## config.mk

```make
export PLATFORM = sky130hd
export DESIGN_NAME = spi_flash_cmd_ctrl
export DESIGN_NICKNAME = d
export VERILOG_FILES = /design/src/rtl/sfc_pkg.sv /design/src/rtl/sfc_regs.sv /design/src/rtl/sfc_seq.sv /design/src/rtl/sfc_shift.sv /design/src/rtl/spi_flash_cmd_ctrl.sv
export SDC_FILE = /design/constraint.sdc
export NUM_CORES = 1
export LEC_CHECK = 0
export ABC_CLOCK_PERIOD_IN_PS = 5300
export BUFFER_PORTS_ARGS = -buffer_cell sky130_fd_sc_hd__buf_2
export CELL_PAD_IN_SITES_DETAIL_PLACEMENT = 1
export CELL_PAD_IN_SITES_GLOBAL_PLACEMENT = 2
export CORE_UTILIZATION = 30
export CTS_CLUSTER_DIAMETER = 80
export DETAILED_ROUTE_END_ITERATION = 16
export GPL_TIMING_DRIVEN = 0
export PLACE_DENSITY = 0.67
export SETUP_SLACK_MARGIN = 0.5
export SLEW_MARGIN = 20
export SYNTH_ARGS = -nofsm -noshare
export SYNTH_HDL_FRONTEND = slang
export SYNTH_SLANG_ARGS = --single-unit
export TNS_END_PERCENT = 50
```

## constraint.sdc

```tcl
create_clock -name clk -period 5.3 [get_ports clk]
set_clock_uncertainty 0.1 [all_clocks]
set_input_delay 0 -clock clk [delete_from_list [all_inputs] [get_ports clk]]
set_output_delay 0 -clock clk [all_outputs]
set_load 0.02 [all_outputs]
```

## src/rtl/sfc_pkg.sv

```systemverilog
package sfc_pkg;
    localparam int CS_BITS = 2;
    localparam int NUM_CS  = 1 << CS_BITS;
    localparam int DW      = 32;
    localparam int CNT_W   = 7;   // bit totals up to 64

    localparam logic [4:0] OFS_CTRLA = 5'h00;
    localparam logic [4:0] OFS_CTRLB = 5'h04;
    localparam logic [4:0] OFS_STAT  = 5'h08;
    localparam logic [4:0] OFS_TXD   = 5'h0C;
    localparam logic [4:0] OFS_RXD   = 5'h10;

    localparam logic [7:0] OP_RDSR = 8'h05;
    localparam logic [7:0] OP_WREN = 8'h06;

    localparam int B_SEND = 7;
    localparam int B_RDSR = 10;
    localparam int B_WREN = 11;
    localparam int B_FIN  = 8;

    typedef enum logic [2:0] {
        ST_IDLE, ST_LEAD, ST_LOW, ST_HIGH, ST_TRAIL, ST_GAP, ST_DONE
    } seq_state_t;

    typedef enum logic [1:0] { K_SEND, K_RDSR, K_WREN } xfer_kind_t;

    typedef struct packed {
        logic [CNT_W-1:0]   tx_bits;
        logic [CNT_W-1:0]   rx_bits;
        logic [CS_BITS-1:0] bank;
        logic [DW-1:0]      load;
    } xfer_req_t;
endpackage

```

## src/rtl/sfc_regs.sv

```systemverilog
module sfc_regs
    import sfc_pkg::*;
(
    input  logic          clk,
    input  logic          rst_n,
    input  logic          wr_en,
    input  logic [4:0]    addr,
    input  logic [DW-1:0] wdata,
    input  logic          busy,
    input  logic          done,
    input  logic [DW-1:0] rx_word,
    output logic [DW-1:0] rdata,
    output logic          start,
    output xfer_req_t     req,
    output logic          fin_flag,
    output logic [DW-1:0] ctrlb_val
);
    logic [1:0]    ctrla_q;
    logic [DW-1:0] ctrlb_q, tx_q, rx_q;
    logic [7:0]    stat_q;
    logic          fin_q, rx_used_q, trig;
    xfer_kind_t    kind_q, kind_d;
    logic [2:0]    txn, rxn;
    logic [DW-1:0] ser, mask;

    always_comb begin
        txn    = (wdata[2:0] > 3'd4) ? 3'd4 : wdata[2:0];
        rxn    = (wdata[6:4] > 3'd4) ? 3'd4 : wdata[6:4];
        ser    = {tx_q[7:0], tx_q[15:8], tx_q[23:16], tx_q[31:24]};
        mask   = ~({DW{1'b1}} >> {txn, 3'b000});
        req    = '0;
        kind_d = K_SEND;
        trig   = 1'b0;
        req.bank = wdata[13:12];
        if (wdata[B_WREN]) begin
            trig = 1'b1;  kind_d = K_WREN;
            req.tx_bits = CNT_W'(8);
            req.load = {OP_WREN, 24'h0};
        end else if (wdata[B_RDSR]) begin
            trig = 1'b1;  kind_d = K_RDSR;
            req.tx_bits = CNT_W'(8);
            req.rx_bits = CNT_W'(8);
            req.load = {OP_RDSR, 24'h0};
        end else if (wdata[B_SEND]) begin
            trig = 1'b1;  kind_d = K_SEND;
            req.tx_bits = {1'b0, txn, 3'b000};
            req.rx_bits = {1'b0, rxn, 3'b000};
            req.load = ser & mask;
        end
        start = trig && wr_en && (addr == OFS_CTRLB) && !busy;
    end

    always_comb begin
        case (addr)
            OFS_CTRLA: rdata = {2'b00, ctrla_q, 28'h0};
            OFS_CTRLB: rdata = ctrlb_q;
            OFS_STAT:  rdata = {23'h0, fin_q, stat_q};
            OFS_TXD:   rdata = tx_q;
            OFS_RXD:   rdata = rx_q;
            default:   rdata = '0;
        endcase
    end

    always_ff @(posedge clk or negedge rst_n) begin
        if (!rst_n) begin
            ctrla_q   <= '0;
            ctrlb_q   <= '0;
            tx_q      <= '0;
            rx_q      <= '0;
            stat_q    <= '0;
            fin_q     <= 1'b0;
            rx_used_q <= 1'b0;
            kind_q    <= K_SEND;
        end else begin
            if (wr_en && addr == OFS_CTRLA) ctrla_q <= wdata[29:28];
            if (wr_en && addr == OFS_CTRLB && !busy) ctrlb_q <= wdata;
            if (wr_en && addr == OFS_TXD) tx_q <= wdata;
            if (start) begin
                kind_q    <= kind_d;
                rx_used_q <= (req.rx_bits != '0);
            end
            if (wr_en && addr == OFS_STAT && !wdata[B_FIN]) fin_q <= 1'b0;
            if (done) begin
                fin_q <= 1'b1;
                if (kind_q == K_RDSR) stat_q <= rx_word[7:0];
                if (kind_q == K_SEND && rx_used_q) rx_q <= rx_word;
            end
        end
    end

    assign fin_flag  = fin_q;
    assign ctrlb_val = ctrlb_q;
endmodule

```

## src/rtl/sfc_seq.sv

```systemverilog
module sfc_seq
    import sfc_pkg::*;
#(
    parameter int CLK_DIV = 4
)(
    input  logic               clk,
    input  logic               rst_n,
    input  logic               start,
    input  logic [CNT_W-1:0]   tx_bits,
    input  logic [CNT_W-1:0]   rx_bits,
    input  logic [CS_BITS-1:0] bank,
    output logic               sck,
    output logic [NUM_CS-1:0]  cs_n,
    output logic               busy,
    output logic               done,
    output logic               shift_en,
    output logic               sample_en
);
    localparam int HALF = CLK_DIV / 2;
    localparam int TW   = $clog2(CLK_DIV + 1);

    seq_state_t         state_q, nxt;
    logic [TW-1:0]      tmr_q;
    logic [CNT_W-1:0]   bit_q, total_q, txb_q;
    logic [CS_BITS-1:0] bank_q;
    logic               tmr_zero, cs_act;

    assign tmr_zero = (tmr_q == '0);

    always_comb begin
        nxt = state_q;
        unique case (state_q)
            ST_IDLE:  if (start) nxt = ST_LEAD;
            ST_LEAD:  if (tmr_zero) nxt = (total_q == '0) ? ST_TRAIL : ST_LOW;
            ST_LOW:   if (tmr_zero) nxt = ST_HIGH;
            ST_HIGH:  if (tmr_zero) nxt = (bit_q == total_q - 1'b1) ? ST_TRAIL : ST_LOW;
            ST_TRAIL: if (tmr_zero) nxt = ST_GAP;
            ST_GAP:   if (tmr_zero) nxt = ST_DONE;
            ST_DONE:  nxt = ST_IDLE;
            default:  nxt = ST_IDLE;
        endcase
    end

    always_ff @(posedge clk or negedge rst_n) begin
        if (!rst_n) state_q <= ST_IDLE;
        else        state_q <= nxt;
    end

    always_ff @(posedge clk or negedge rst_n) begin
        if (!rst_n) begin
            tmr_q   <= '0;
            bit_q   <= '0;
            total_q <= '0;
            txb_q   <= '0;
            bank_q  <= '0;
        end else begin
            if (nxt != state_q)
                tmr_q <= (nxt == ST_GAP) ? TW'(CLK_DIV - 1) : TW'(HALF - 1);
            else if (!tmr_zero)
                tmr_q <= tmr_q - 1'b1;
            if (start && state_q == ST_IDLE) begin
                bit_q   <= '0;
                total_q <= tx_bits + rx_bits;
                txb_q   <= tx_bits;
                bank_q  <= bank;
            end else if (state_q == ST_HIGH && tmr_zero) begin
                bit_q <= bit_q + 1'b1;
            end
        end
    end

    always_comb begin
        cs_act    = (state_q == ST_LEAD) || (state_q == ST_LOW) ||
                    (state_q == ST_HIGH) || (state_q == ST_TRAIL);
        sck       = (state_q != ST_LOW);
        busy      = (state_q != ST_IDLE);
        done      = (state_q == ST_DONE);
        shift_en  = (nxt == ST_LOW) && (state_q != ST_LOW);
        sample_en = (state_q == ST_LOW) && (nxt == ST_HIGH) && (bit_q >= txb_q);
        for (int i = 0; i < NUM_CS; i++)
            cs_n[i] = !(cs_act && bank_q == CS_BITS'(i));
    end
endmodule

```

## src/rtl/sfc_shift.sv

```systemverilog
module sfc_shift
    import sfc_pkg::*;
(
    input  logic          clk,
    input  logic          rst_n,
    input  logic          load,
    input  logic [DW-1:0] load_word,
    input  logic          shift_en,
    input  logic          sample_en,
    input  logic          miso,
    output logic          mosi,
    output logic [DW-1:0] rx_word
);
    logic [DW-1:0] sreg_q, acc_q;
    logic          mosi_q;

    always_ff @(posedge clk or negedge rst_n) begin
        if (!rst_n) begin
            sreg_q <= '0;
            acc_q  <= '0;
            mosi_q <= 1'b0;
        end else if (load) begin
            sreg_q <= load_word;
            acc_q  <= '0;
        end else begin
            if (shift_en) begin
                mosi_q <= sreg_q[DW-1];
                sreg_q <= {sreg_q[DW-2:0], 1'b0};
            end
            if (sample_en) acc_q <= {acc_q[DW-2:0], miso};
        end
    end

    assign mosi    = mosi_q;
    assign rx_word = acc_q;
endmodule

```

## src/rtl/spi_flash_cmd_ctrl.sv

```systemverilog
module spi_flash_cmd_ctrl
    import sfc_pkg::*;
#(
    parameter int CLK_DIV = 4
)(
    input  logic        clk,
    input  logic        rst_n,
    input  logic        wr_en,
    input  logic [4:0]  addr,
    input  logic [31:0] wdata,
    output logic [31:0] rdata,
    output logic        spi_sck,
    output logic [3:0]  spi_cs_n,
    output logic        spi_mosi,
    input  logic        spi_miso
);
    logic          busy, done, start, fin_flag, shift_en, sample_en;
    logic [DW-1:0] rx_word, ctrlb_val;
    xfer_req_t     req;

    sfc_regs u_regs (
        .clk(clk), .rst_n(rst_n), .wr_en(wr_en), .addr(addr), .wdata(wdata),
        .busy(busy), .done(done), .rx_word(rx_word), .rdata(rdata),
        .start(start), .req(req), .fin_flag(fin_flag), .ctrlb_val(ctrlb_val)
    );

    sfc_seq #(.CLK_DIV(CLK_DIV)) u_seq (
        .clk(clk), .rst_n(rst_n), .start(start), .tx_bits(req.tx_bits),
        .rx_bits(req.rx_bits), .bank(req.bank), .sck(spi_sck), .cs_n(spi_cs_n),
        .busy(busy), .done(done), .shift_en(shift_en), .sample_en(sample_en)
    );

    sfc_shift u_shift (
        .clk(clk), .rst_n(rst_n), .load(start), .load_word(req.load),
        .shift_en(shift_en), .sample_en(sample_en), .miso(spi_miso),
        .mosi(spi_mosi), .rx_word(rx_word)
    );
endmodule

```

# Yosys cells after proc, flatten, opt, wreduce, memory -nomap -nowiden
# Index checks and enable logic that the tools add are counted.
[op_classes] addsub=4 n_lt_le_gt_ge=3 eq_ne=21 shifts=1 mux=35 n_bitwise=3 n_reduce_logical=43
[ops] cell="$mux 32" n=7
[ops] cell="$pmux 32 s5" n=1
[ops] cell="$mux 3" n=12
[ops] cell="$and 32x32->32" n=1
[ops] cell="$not 32->32" n=1
[ops] cell="$shr 32x6->32 const A" n=1
[ops] cell="$mux 7" n=4
[ops] cell="$logic_and 1x1->1" n=19
[ops] cell="$pmux 3 s6" n=1
[ops] cell="$mux 14" n=1
[ops] cell="$mux 13" n=1
[ops] cell="$eq 3x2->1 const B" n=4
[ops] cell="$eq 3x3->1 const B" n=4
[ops] cell="$eq 5x4->1 const B" n=2
[ops] cell="$reduce_bool 2->1" n=4
[ops] cell="$add 7x1->7 const B" n=1
[ops] cell="$add 7x7->7" n=1
[ops] cell="$eq 7x7->1" n=1
[ops] cell="$ge 7x7->1" n=1
[ops] cell="$logic_not 7->1" n=1
[ops] cell="$reduce_bool 7->1" n=1
[ops] cell="$sub 7x1->7 const B" n=1
[ops] cell="$gt 3x3->1 const B" n=2
[ops] cell="$logic_not 1->1" n=6
[ops] cell="18 further kinds" n=32
[totals] register_bits=204 in_bits=41 output_inout_bits=38 wordCells=127

# Logic depth before layout (Yosys ltp)
# Gate-level depths: netlist (run 1).
[logic_depth] word_depth=13 depth_mapped=9 ltp_nobuf=8

# Cells and area by module
# A second synthesis (run 1) with hierarchy kept.
[hier_totals] hier_cells=914 area_unflattened_um2=10272.4
[modules_own_cells] mod="sfc_regs" n_inst=1 cells_each=434 area_each_um2=5430.2 seq_area_each_um2=2752.6
[modules_own_cells] mod="sfc_shift" n_inst=1 cells_each=245 area_each_um2=2800.2 seq_area_each_um2=1626.6
[modules_own_cells] mod="sfc_seq" n_inst=1 cells_each=235 area_each_um2=2042.0 seq_area_each_um2=725.7

# Worst setup path before layout (run 1)
# OpenSTA, ideal clock, no wires.
[synth_timing] path_type="register to register" from="register u_seq.total_q[3]" to="register u_shift.sreg_q[4]" setup_time_ns=0.125 t_arrival_ns=2.284 required_ns=5.075 setup_slack_ns=2.791 stages_incl_launch_ff=10 path_buffers=2 synth_period_minus_slack_ns=2.509 path_cell_list="dfrtp_1 -> inv_1 -> ha_1 -> xnor2_1 -> or4_4 -> or4_1 -> buf_6 -> buf_8 -> a211oi_2 -> nor3_1"
[synth_between] elab_chain_len=8 word_cells_on_any_way=11 classes_between="1 x add/sub; 2 x eq/ne; 5 x mux; 3 x reduce/logical"
[synth_lines] element="start, declared" line_no="sfc_seq.sv:24" source="logic [CNT_W-1:0] bit_q, total_q, txb_q;"
[synth_lines] element="start signal, assigned" line_no="sfc_seq.sv:63" source="total_q <= tx_bits + rx_bits;"
[synth_lines] element="$sub 7x1->7" line_no="sfc_seq.sv:36" source="ST_HIGH: if (tmr_zero) nxt = (bit_q == total_q - 1'b1) ? ST_TRAIL : ST_LOW;"
[synth_lines] element="$eq 7x7->1" line_no="sfc_seq.sv:36"
[synth_lines] element="$mux 3 (2 in series)" line_no="sfc_seq.sv:36"
[synth_lines] element="$pmux 3 s6 *" line_no="sfc_seq.sv:32" source="unique case (state_q)"
[synth_lines] element="$eq 3x2->1 *" line_no="sfc_seq.sv:78" source="shift_en = (nxt == ST_LOW) && (state_q != ST_LOW);"
[synth_lines] element="$logic_and 1x1->1 *" line_no="sfc_seq.sv:78"
[synth_lines] element="$reduce_bool 2->1 (no source line) *"
[synth_lines] element="end signal, assigned" line_no="sfc_shift.sv:23" source="sreg_q <= load_word;"
[synth_lines] element="end signal, assigned" line_no="sfc_shift.sv:28" source="sreg_q <= {sreg_q[DW-2:0], 1'b0};"
[synth_lines] element="end, declared" line_no="sfc_shift.sv:14" source="logic [DW-1:0] sreg_q, acc_q;"
# Mark *: on every way between the ends. The rest lies on a longest branch, timed or not.
# A chain may end at the register's enable or synchronous reset.

# Final worst setup path (run 1)
[layout_timing] from="register u_seq.state_q[1]" to="register u_shift.sreg_q[7]"
[layout_between] elab_chain_len=8 word_cells_on_any_way=21 classes_between="7 x eq/ne; 8 x mux; 6 x reduce/logical"
[layout_lines] element="start, declared" line_no="sfc_seq.sv:22" source="seq_state_t state_q, nxt;"
[layout_lines] element="start signal, assigned" line_no="sfc_seq.sv:46" source="else state_q <= nxt;"
[layout_lines] element="$reduce_bool 3->1" line_no="sfc_seq.sv:76" source="busy = (state_q != ST_IDLE);"
[layout_lines] element="$logic_not 1->1" line_no="sfc_regs.sv:50" source="start = trig && wr_en && (addr == OFS_CTRLB) && !busy;"
[layout_lines] element="$logic_and 1x1->1" line_no="sfc_regs.sv:50"
[layout_lines] element="$mux 3" line_no="sfc_seq.sv:33" source="ST_IDLE: if (start) nxt = ST_LEAD;"
[layout_lines] element="$pmux 3 s6" line_no="sfc_seq.sv:32"
[layout_lines] element="$eq 3x2->1" line_no="sfc_seq.sv:78"
[layout_lines] element="$logic_and 1x1->1" line_no="sfc_seq.sv:78"
[layout_lines] element="$reduce_bool 2->1 (no source line)"
# Several ways; a longest one is shown, not always the timed one.

==> metrics, run 1 <==
# setup viols final 0; crit-path leading delay family simple AND/OR/NAND/NOR gates; CTS tree done; vias in the first global route 7568; Clock Sinks 197; reg2reg path depth 7; Synth Warn # 0; clock latency on the worst-skew pair 450 ps; Crit. Startpoint u_seq.state_q[1]; Vias/cell 4.99; DRT iter0 DRCs 499; RSZ-0062 raised after global routing no; slowest stage delay, CP 830 ps; total global-route track usage 19.2%; H-tree levels 4; Tcrit/Tclk final 61.1%; main flop type after synthesis dfrtp_1; # diodes 0; CTS Buffer Depth 2; Rows 63; r2r startpoint u_seq.state_q[1]; DR WL/cell 20.3 um; GPL Wtd Cong 0.790; drt total wl 28600 um; CP endpoint u_shift.sreg_q[7]; min-delay src wdata[7]; Post-synth EDFFs 0; min Tclk post-route 3240 ps; ys async rst share 100%; clk root buf clkbuf_16; #FFs+latches synth 197; Crit Path Class reg -> reg; final design utilization 37.3%; CP Data Required Time 5530 ps; status finished clean; Fillers 3421; ratio of cells with drive above 1 in the final layout 20.5%; class of the tightest hold or removal check in -> reg; Max Slew Vio Count 0; Rel. slew slack 35.2%; pwr dens 401 nW/um2; crit path max fanout 10; Lkg Pwr 5.55 nW; crit path buf inv count 3; crit path cell chain buf_2 > nor4b_1 > nand4_1 > clkbuf_1 > clkbuf_1 > a21oi_1 > nor3_1; synthesized area 9130 um2; gate count of the mapped netlist 869; CP endpoint kind flop; fin nets 1057; CP Launch Type flop; largest net degree at the start of global routing 90; total global routing overflow 0; Setup WS post-layout 2060 ps; TritonCTS buffer count 17; placed instance area 10100 um2; initial antenna violation count 0; Post-DP HPWL 20900 um; Peak VDD IR 236 uV; Setup TNS 0 ps; Starting Density 30.7%; crit path DAT 3470 ps; Port Buffer Count 77; Synthesized Nets 922; area grow syn2layout 21.6%; die height 176 um; r2r setup slk 2060 ps; Crit path depth 7; Die X 176 um; max cap viols 0; Yosys cell types 60; drt drc 0; sequential fraction of the synthesis area 54.0%; fmax 309 MHz; drt first pass iters 5; clock slew at reported path FFs 90 ps; Ports 79; Mapped Avg Cell Area 10.5 um2; dpl ws 2090 ps; final hold vios 0; vias after detailed routing 7027; CP most frequent cell clkbuf_1; Design Area, Final 11100 um2; r2r endpoint u_shift.sreg_q[7]; first-pass GRT wire length 45000 um; post-cts sizing count 0; Crit-path slowest cell nor4b_1; Core ar. 29800 um2; die area 31100 um2; DRT antenna net count 0; worst slew pin tran 958 ps
## where the power goes
group          switching, mW  internal, mW  leakage (nW)
logic                  0.532         0.438          2.67
registers              0.261          1.85          2.58
clock network          0.716         0.658         0.302
## layout by cell type (no fill, tap or decap), types with 11 or more instances in the layout
master,count
a21oi_1,19
a222oi_1,30
buf_2,84
clkbuf_1,41
clkbuf_16,17
dfrtp_1,197
dlygate4sd3_1,36
ha_1,11
inv_1,40
mux2_2,72
mux2i_1,34
nand2_1,207
nand3_1,23
nor2_1,23
nor3_1,19
o21ai_0,18
## cells in the mapped netlist (all sizes together), types with 14 or more instances
master,instances,area [um2]
nor3,21,105
a21oi,19,95.1
mux2,72,811
nand3,23,115
nor2,24,92.6
nand2,207,777
a222oi,30,300
dfrtp,197,4930
o21ai,20,100
buf,14,81.3
mux2i,34,340
inv,40,150
clkbuf,41,154
## per-stage QoR
| step | hold WS, ps | power [mW] | instances |
|---|---|---|---|
| 2_1_floorplan | -396 | 2.74 | 869 |
| 3_3_place_gp | 114 | 3.05 | 1336 |
| 3_5_place_dp | -228 | 3.09 | 1338 |
| 4_1_cts | 23.3 | 4.51 | 1407 |
| 5_1_grt | 88.5 | 4.74 | 1407 |
| 6_report | 15.9 | 4.46 | 1407 |
## worst min path at each step
stage                      endpoint  slack, ps  cells past startpoint
4_1_cts         u_regs.ctrlb_val[7]         20                      4
3_3_place_gp   u_regs.ctrlb_val[19]        110                      3
6_report        u_regs.ctrlb_val[7]         20                      4
2_1_floorplan     u_regs.ctrla_q[0]       -400                      0
3_5_place_dp         u_seq.tmr_q[0]       -230                      1
5_1_grt         u_regs.ctrlb_val[7]         90                      4
## kinds of logic after synthesis
group / share of synthesized area (%)
XOR/XNOR: 1.44
AND/OR/NAND/NOR: 15.8
AO/OA/AOI/OAI: 10.2
buffers and inverters: 4.22
flip-flops: 54.0
adder cells (fa/ha/maj): 1.73
multiplexers: 12.6
## what timing repair did
action,CTS,global route
buffers inserted,0,0
hold endpoints to repair,270,0
hold buffers,37,0
## metal layers
metal | track usage (%) | up-vias | share of wire (%)
met5 | 0 | - | 0
met4 | 4.74 | 0 | 1.3
met3 | 2.84 | 20 | 2.4
met2 | 30.5 | 87 | 47
met1 | 27.2 | 3609 | 49
li1 | - | 3311 | -
## layout make-up
| type | instances | area [um2] | share of cell area [%] |
|---|---|---|---|
| multi-input cells | 577 | 3830 | 34.5 |
| flip-flops and latches | 197 | 4930 | 44.4 |
| well taps | 390 | 488 | 4.39 |
| repair buffers | 116 | 831 | 7.48 |
| clock buffers | 17 | 425 | 3.83 |
| clock inverters | 15 | 215 | 1.94 |
| plain buffers | 55 | 235 | 2.12 |
| inverters | 40 | 150 | 1.35 |
## worst min-delay path, delay by kind of cell
kind / cells / cell delay [ps]
buffers and inverters: 2 / 360
and+or+nand+nor: 2 / 170
## sequential cells by signal, indices dropped and copies added, names as in the netlist, 2 cells and up
register / cells
u_regs.ctrla_q: 2
u_regs.ctrlb_val: 32
u_regs.kind_q: 2
u_regs.rx_q: 32
u_regs.stat_q: 8
u_regs.tx_q: 32
u_seq.bank_q: 2
u_seq.bit_q: 7
u_seq.state_q: 3
u_seq.tmr_q: 3
u_seq.total_q: 4
u_seq.txb_q: 3
u_shift.rx_word: 32
u_shift.sreg_q: 32
Note: power is estimated with default switching activity, not from simulation.
==> run 2: changes to the inputs <==
--- a/config.mk
+++ b/config.mk
@@ -5,7 +5,8 @@
 export SDC_FILE = /design/constraint.sdc
 export NUM_CORES = 1
 export LEC_CHECK = 0
-export ABC_CLOCK_PERIOD_IN_PS = 5300
+export ABC_AREA = 1
+export ABC_CLOCK_PERIOD_IN_PS = 3000
 export BUFFER_PORTS_ARGS = -buffer_cell sky130_fd_sc_hd__buf_2
 export CELL_PAD_IN_SITES_DETAIL_PLACEMENT = 1
 export CELL_PAD_IN_SITES_GLOBAL_PLACEMENT = 2
@@ -13,7 +14,7 @@
 export CTS_CLUSTER_DIAMETER = 80
 export DETAILED_ROUTE_END_ITERATION = 16
 export GPL_TIMING_DRIVEN = 0
-export PLACE_DENSITY = 0.67
+export PLACE_DENSITY = 0.71
 export SETUP_SLACK_MARGIN = 0.5
 export SLEW_MARGIN = 20
 export SYNTH_ARGS = -nofsm -noshare
==> constraint.sdc (replaced) <==
create_clock -name clk -period 3 [get_ports clk]
set_clock_uncertainty 0.1 [all_clocks]
set_input_delay 0 -clock clk [delete_from_list [all_inputs] [get_ports clk]]
set_output_delay 0 -clock clk [all_outputs]
set_load 0.02 [all_outputs]
==> metrics, run 2 <==
clock latency on the worst-skew pair 450 ps (about the same); Starting Density 30.9% (was 30.7%); Synth area leader dfrtp_1 (unchanged); Post-CTS Setup Inserts 0 (unchanged); Ports 79 (unchanged); die area 31500 um2 (was 31100 um2); Rows 63 (unchanged); CTS tree done (unchanged); drt drc 0 (unchanged); Clock Sinks 197 (unchanged); Setup WS post-layout 611 ps (was 2060 ps); crit path max fanout 10 (unchanged); main flop type after synthesis dfrtp_1 (unchanged); total global-route track usage 20.6% (was 19.2%); reg2reg path depth 8 (was 7); gate count of the mapped netlist 1143 (was 869); Synthesized Nets 1196 (was 922); RSZ-0062 raised after global routing yes (was no); most frequent cells in the layout 367 x nand2_1, 197 x dfrtp_1, 159 x o21ai_0, 127 x inv_1, 121 x nand3_1 (was 207 x nand2_1, 197 x dfrtp_1, 84 x buf_2, 72 x mux2_2, 41 x clkbuf_1); Core ar. 30000 um2 (was 29800 um2); DRT antenna net count 0 (unchanged); most frequent cells after synthesis 368 x nand2_1, 197 x dfrtp_1, 159 x o21ai_0 (was 207 x nand2_1, 197 x dfrtp_1, 72 x mux2_2); dpl ws 395 ps (was 2090 ps); final design utilization 37.4% (was 37.3%); Rel. slew slack 53.3% (was 35.2%); Vias/cell 4.79 (was 4.99); Post-synth EDFFs 0 (unchanged); synth top area cells dfrtp_1 53%, nand2_1 15%, o21ai_0 8.6%, nand3_1 6.6%, inv_1 5.2% (was dfrtp_1 54%, mux2_2 8.9%, nand2_1 8.5%, mux2i_1 3.7%, a222oi_1 3.3%); worst slew pin tran 696 ps (was 958 ps); DRT iter0 DRCs 461 (was 499); Yosys cell types 39 (was 60); Peak VDD IR 440 uV (was 236 uV); DR WL/cell 18.0 um (was 20.3 um); die height 178 um (was 176 um); crit path cell chain inv_1 > nand2_1 > nor2_2 > nand2_1 > buf_2 > buf_1 > nand2_1 > o21ai_0 (was buf_2 > nor4b_1 > nand4_1 > clkbuf_1 > clkbuf_1 > a21oi_1 > nor3_1); vias after detailed routing 8065 (was 7027); H-tree levels 4 (unchanged); synthesized area 9240 um2 (was 9130 um2); Hold WS 2.14 ps (was 15.9 ps); #FFs+latches synth 197 (unchanged); r2r startpoint u_seq.state_q[0] (was u_seq.state_q[1]); clock slew at reported path FFs 70 ps (was 90 ps); CP Launch Type flop (unchanged); Lkg Pwr 5.51 nW (was 5.55 nW); GPL Wtd Cong 0.791 (was 0.790); Post-DP HPWL 22500 um (was 20900 um); TritonCTS buffer count 17 (unchanged); clk root buf clkbuf_16 (unchanged); CP most frequent cell nand2_1 (was clkbuf_1); CP Data Required Time 3260 ps (was 5530 ps); largest net degree at the start of global routing 92 (was 90); Synth Warn # 0 (unchanged); max cap viols 0 (unchanged); ratio of cells with drive above 1 in the final layout 11.7% (was 20.5%); Crit. Startpoint u_seq.state_q[0] (was u_seq.state_q[1]); initial antenna violation count 1 (was 0); cell with the most instances after synthesis nand2_1 (unchanged); Crit-path slowest cell dfrtp_1 (was nor4b_1); crit path DAT 2650 ps (was 3470 ps); fin nets 1333 (was 1057); drt first pass iters 4 (was 5); CP endpoint kind flop (unchanged); post-synth top area share 53.3% (was 54.0%); Port Buffer Count 77 (unchanged); sequential fraction of the synthesis area 53.3% (was 54.0%); slowest stage delay, CP 510 ps (was 830 ps); # setup viols final 0 (unchanged); area grow syn2layout 21.3% (was 21.6%); fmax 419 MHz (was 309 MHz); Max Slew Vio Count 0 (unchanged); first-pass GRT wire length 49100 um (was 45000 um); min Tclk post-route 2390 ps (was 3240 ps); ys async rst share 100% (unchanged); # diodes 0 (unchanged); Power Total 7.51 mW (was 4.46 mW); vias in the first global route 8674 (was 7568); most common library cell in the layout ignoring fill and taps nand2_1 (unchanged); Crit Path Class reg -> reg (unchanged); class of the tightest hold or removal check in -> async (was in -> reg); CTS Buffer Depth 2 (unchanged); total global routing overflow 0 (unchanged); pwr dens 670 nW/um2 (was 401 nW/um2); Fillers 3665 (was 3421); drt total wl 30300 um (was 28600 um); r2r endpoint u_regs.ctrlb_val[14] (was u_shift.sreg_q[7]); Die X 178 um (was 176 um); status finished clean (unchanged); final hold vios 0 (unchanged); r2r setup slk 610 ps (was 2060 ps); Mapped Avg Cell Area 8.09 um2 (was 10.5 um2); Tcrit/Tclk final 79.6% (was 61.1%)
run 2: cell types whose count changed in the layout (fill, tap and decap cells not counted), sizes merged, moves of 34 or more:
| cell | change |
|---|---|
| inv | +86 |
| mux2 | -70 |
| mux2i | -34 |
| nand2 | +165 |
| nand3 | +100 |
| o21ai | +142 |
run 2: power breakdown:
group          internal (mW)  switching, mW
combinational          0.597           1.13
clock                   1.27           1.13
sequential              3.07          0.311
total                   4.94           2.57
run 2: final cells by class:
cell class,instances,area (um2),area share [%]
buffer,54,255,2.28
multi-input combinational,763,3600,32.1
timing repair buffer,118,858,7.66
tap,390,488,4.35
inverter,129,484,4.32
clock inverter,12,144,1.28
clock buffer,20,447,3.99
sequential,197,4930,44.0
run 2: per-stage QoR:
stage	setup TNS, ps	cell area (um2)	cells
CTS	0	11200	1683
global route	0	11200	1683
floorplan	0	9240	1143
detailed placement	0	10200	1612
finish	0	11200	1683
global placement	-364770	10100	1610
run 2: kinds of logic (layout without fill, tap and decap cells):
logic type	count (synthesis)	count (layout)	synth area share (%)
muxes	2	2	0.244
DFF	197	197	53.3
adders and majority gates	12	12	1.71
xor gates and xnor gates	2	2	0.190
AOI/OAI and AO/OA	202	202	11.8
buffers and inverters	183	333	7.91
and+or+nand+nor	545	545	24.8
run 2: how the worst max path moves through the flow:
stage | to | slack, ps | depth (start not counted)
floorplan | u_shift.sreg_q[26] | 1090 | 14
global placement | u_shift.rx_word[5] | -1880 | 1
detailed placement | u_shift.rx_word[25] | 390 | 11
CTS | u_shift.rx_word[25] | 510 | 10
global route | u_regs.ctrlb_val[8] | 430 | 8
finish | u_regs.ctrlb_val[14] | 610 | 8
run 2: routing by layer:
| layer | global-route usage [%] | vias up | routed length (um) |
|---|---|---|---|
| li1 | - | 3964 | - |
| met1 | 28.6 | 3978 | 15000 |
| met2 | 33.4 | 92 | 14200 |
| met3 | 2.89 | 31 | 629 |
| met4 | 5.91 | 0 | 521 |
| met5 | 0 | - | 0 |
run 2: critical path: cells and delay by family, from the launching register on:
kind	cells	cell delay [ps]
DFF	1	510
AOI/OAI and AO/OA	1	100
and+or+nand+nor	4	550
buffers and inverters	3	1020
run 2: what timing repair did:
action	4_1_cts	5_1_grt
hold buffers	39	0
gates resized for setup	3	12
hold endpoints to repair	184	0
setup endpoints to repair	30	65
==> run 3: changes to the inputs <==
--- a/config.mk
+++ b/config.mk
@@ -5,8 +5,8 @@
 export SDC_FILE = /design/constraint.sdc
 export NUM_CORES = 1
 export LEC_CHECK = 0
-export ABC_AREA = 1
-export ABC_CLOCK_PERIOD_IN_PS = 3000
+export ABC_AREA = 0
+export ABC_CLOCK_PERIOD_IN_PS = 2300
 export BUFFER_PORTS_ARGS = -buffer_cell sky130_fd_sc_hd__buf_2
 export CELL_PAD_IN_SITES_DETAIL_PLACEMENT = 1
 export CELL_PAD_IN_SITES_GLOBAL_PLACEMENT = 2
@@ -14,7 +14,7 @@
 export CTS_CLUSTER_DIAMETER = 80
 export DETAILED_ROUTE_END_ITERATION = 16
 export GPL_TIMING_DRIVEN = 0
-export PLACE_DENSITY = 0.71
+export PLACE_DENSITY = 0.67
 export SETUP_SLACK_MARGIN = 0.5
 export SLEW_MARGIN = 20
 export SYNTH_ARGS = -nofsm -noshare
==> constraint.sdc (replaced) <==
create_clock -name clk -period 2.3 [get_ports clk]
set_clock_uncertainty 0.1 [all_clocks]
set_input_delay 0 -clock clk [delete_from_list [all_inputs] [get_ports clk]]
set_output_delay 0 -clock clk [all_outputs]
set_load 0.02 [all_outputs]
==> metrics, run 3 (same netlist as run 1, synthesis figures left out) <==
status complete, but fails checks (was finished clean); violated checks negative setup slack; min Tclk post-route 2560 ps (was 2390 ps); RSZ-0062 raised after global routing yes (unchanged); post-route insts no fill 1461 (was 1683); Fillers 3192 (was 3665); largest net degree at the start of global routing 91 (was 92); most common library cell in the layout ignoring fill and taps dfrtp_1 (was nand2_1); first-pass GRT wire length 47500 um (was 49100 um); CP Data Required Time 2530 ps (was 3260 ps); Rel. slew slack 44.2% (was 53.3%); Vias/cell 5.11 (was 4.79); Ports 79 (unchanged); Post-DP HPWL 20800 um (was 22500 um); max cap viols 0 (unchanged); final design utilization 45.0% (was 37.4%); CTS tree done (unchanged); Core ar. 29800 um2 (was 30000 um2); DR WL/cell 21.5 um (was 18.0 um); Setup WS post-layout -257 ps (was 611 ps); Cell Count Post-Placement 1338 (was 1612); DRT antenna net count 0 (unchanged); Rows 63 (unchanged); # diodes 0 (unchanged); CTS Buffer Depth 2 (unchanged); most frequent cells in the layout 196 x dfrtp_1, 113 x nand2_1, 72 x buf_2, 52 x nand2_4, 42 x mux2_2 (was 367 x nand2_1, 197 x dfrtp_1, 159 x o21ai_0, 127 x inv_1, 121 x nand3_1); crit path max fanout 6 (was 10); crit-path leading delay family simple AND/OR/NAND/NOR gates (was buffers and inverters); GPL Wtd Cong 0.754 (was 0.791); dpl ws -691 ps (was 395 ps); ratio of cells with drive above 1 in the final layout 42.7% (was 11.7%); Power Total 11.4 mW (was 7.51 mW); # setup viols final 32 (was 0); pwr dens 848 nW/um2 (was 670 nW/um2); Starting Density 30.7% (was 30.9%); clock latency on the worst-skew pair 450 ps (about the same); CP endpoint kind flop (unchanged); crit path cell chain inv_2 > ha_4 > xnor2_1 > or4_4 > or4_4 > buf_8 > buf_8 > a211oi_2 > nor3_1 (was inv_1 > nand2_1 > nor2_2 > nand2_1 > buf_2 > buf_1 > nand2_1 > o21ai_0); final hold vios 0 (unchanged); Die X 176 um (was 178 um); Tcrit/Tclk final 111% (was 79.6%); Port Buffer Count 77 (unchanged); total global-route track usage 20.3% (was 20.6%); fmax 391 MHz (was 419 MHz); crit path buf inv count 3 (unchanged); die height 176 um (was 178 um); drt first pass iters 5 (was 4); Crit-path slowest cell or4_4 (was dfrtp_1); slowest stage delay, CP 490 ps (was 510 ps); total global routing overflow 0 (unchanged); worst slew pin tran 835 ps (was 696 ps); class of the tightest hold or removal check in -> reg (was in -> async); TritonCTS buffer count 17 (unchanged); Crit Path Class reg -> reg (unchanged); die area 31100 um2 (was 31500 um2); Max Slew Vio Count 0 (unchanged); clock slew at reported path FFs 90 ps (was 70 ps); vias after detailed routing 7470 (was 8065); crit path DAT 2790 ps (was 2650 ps); Peak VDD IR 502 uV (was 440 uV); vias in the first global route 7804 (was 8674); area grow syn2layout 46.7% (was 21.3%); initial antenna violation count 0 (was 1); drt total wl 31400 um (was 30300 um); Clock Sinks 197 (unchanged); H-tree levels 4 (unchanged); Lkg Pwr 6.70 nW (was 5.51 nW); drt drc 0 (unchanged); clk root buf clkbuf_16 (unchanged); DRT iter0 DRCs 569 (was 461); fin nets 1111 (was 1333); CP Launch Type flop (unchanged)
run 3: stage by stage:
step / area (um2) / TNS, ps / hold WS (ps)
floorplan: 9300 / -3520 / -396
global placement: 10200 / -548060 / 112
detailed placement: 10200 / -36950 / -251
CTS: 12400 / -7010 / 1.14
global route: 13400 / -8500 / 47.7
finish: 13400 / -5620 / 35.9
run 3: layout make-up:
class / count / area, um2 / share of cell area (%)
Buffer: 55 / 761 / 5.68
Clock buffer: 17 / 425 / 3.17
Clock inverter: 15 / 220 / 1.64
Inverter: 40 / 155 / 1.16
Multi-Input combinational cell: 577 / 4900 / 36.6
Sequential cell: 197 / 4930 / 36.8
Tap cell: 390 / 488 / 3.64
Timing Repair Buffer: 170 / 1520 / 11.3
run 3: worst paths after layout:
kind | start | end | slack (ps) | cells after the start
hold / removal | wdata[11] | u_regs.tx_q[11] | 40 | 2
hold reg to reg | u_regs.ctrlb_val[0] | u_regs.ctrlb_val[0] | 390 | 2
max in group asynchronous | rst_n | u_shift.sreg_q[29] | 850 | 3
setup / recovery | u_seq.total_q[3] | u_shift.sreg_q[6] | -260 | 9
min in group asynchronous | rst_n | u_seq.bit_q[3] | 80 | 3
setup reg to reg | u_seq.total_q[3] | u_shift.sreg_q[6] | -260 | 9
run 3: repair_timing:
item,CTS,global route
setup buffers,25,20
hold endpoints to repair,271,0
hold buffers,36,0
pin swaps,69,83
resized for setup,199,229
gates cloned,3,7
setup endpoints to repair,227,194
run 3: report_power, final:
part | switching (mW) | internal, mW
Combinational | 1.58 | 1.56
Sequential | 0.685 | 4.27
Clock | 1.73 | 1.55
run 3: layer usage:
metal  GRT usage [%]  wire [um]
met1            27.9      14600
met4            5.96        392
met3            2.63        628
met5               0          0
met2            33.3      15900
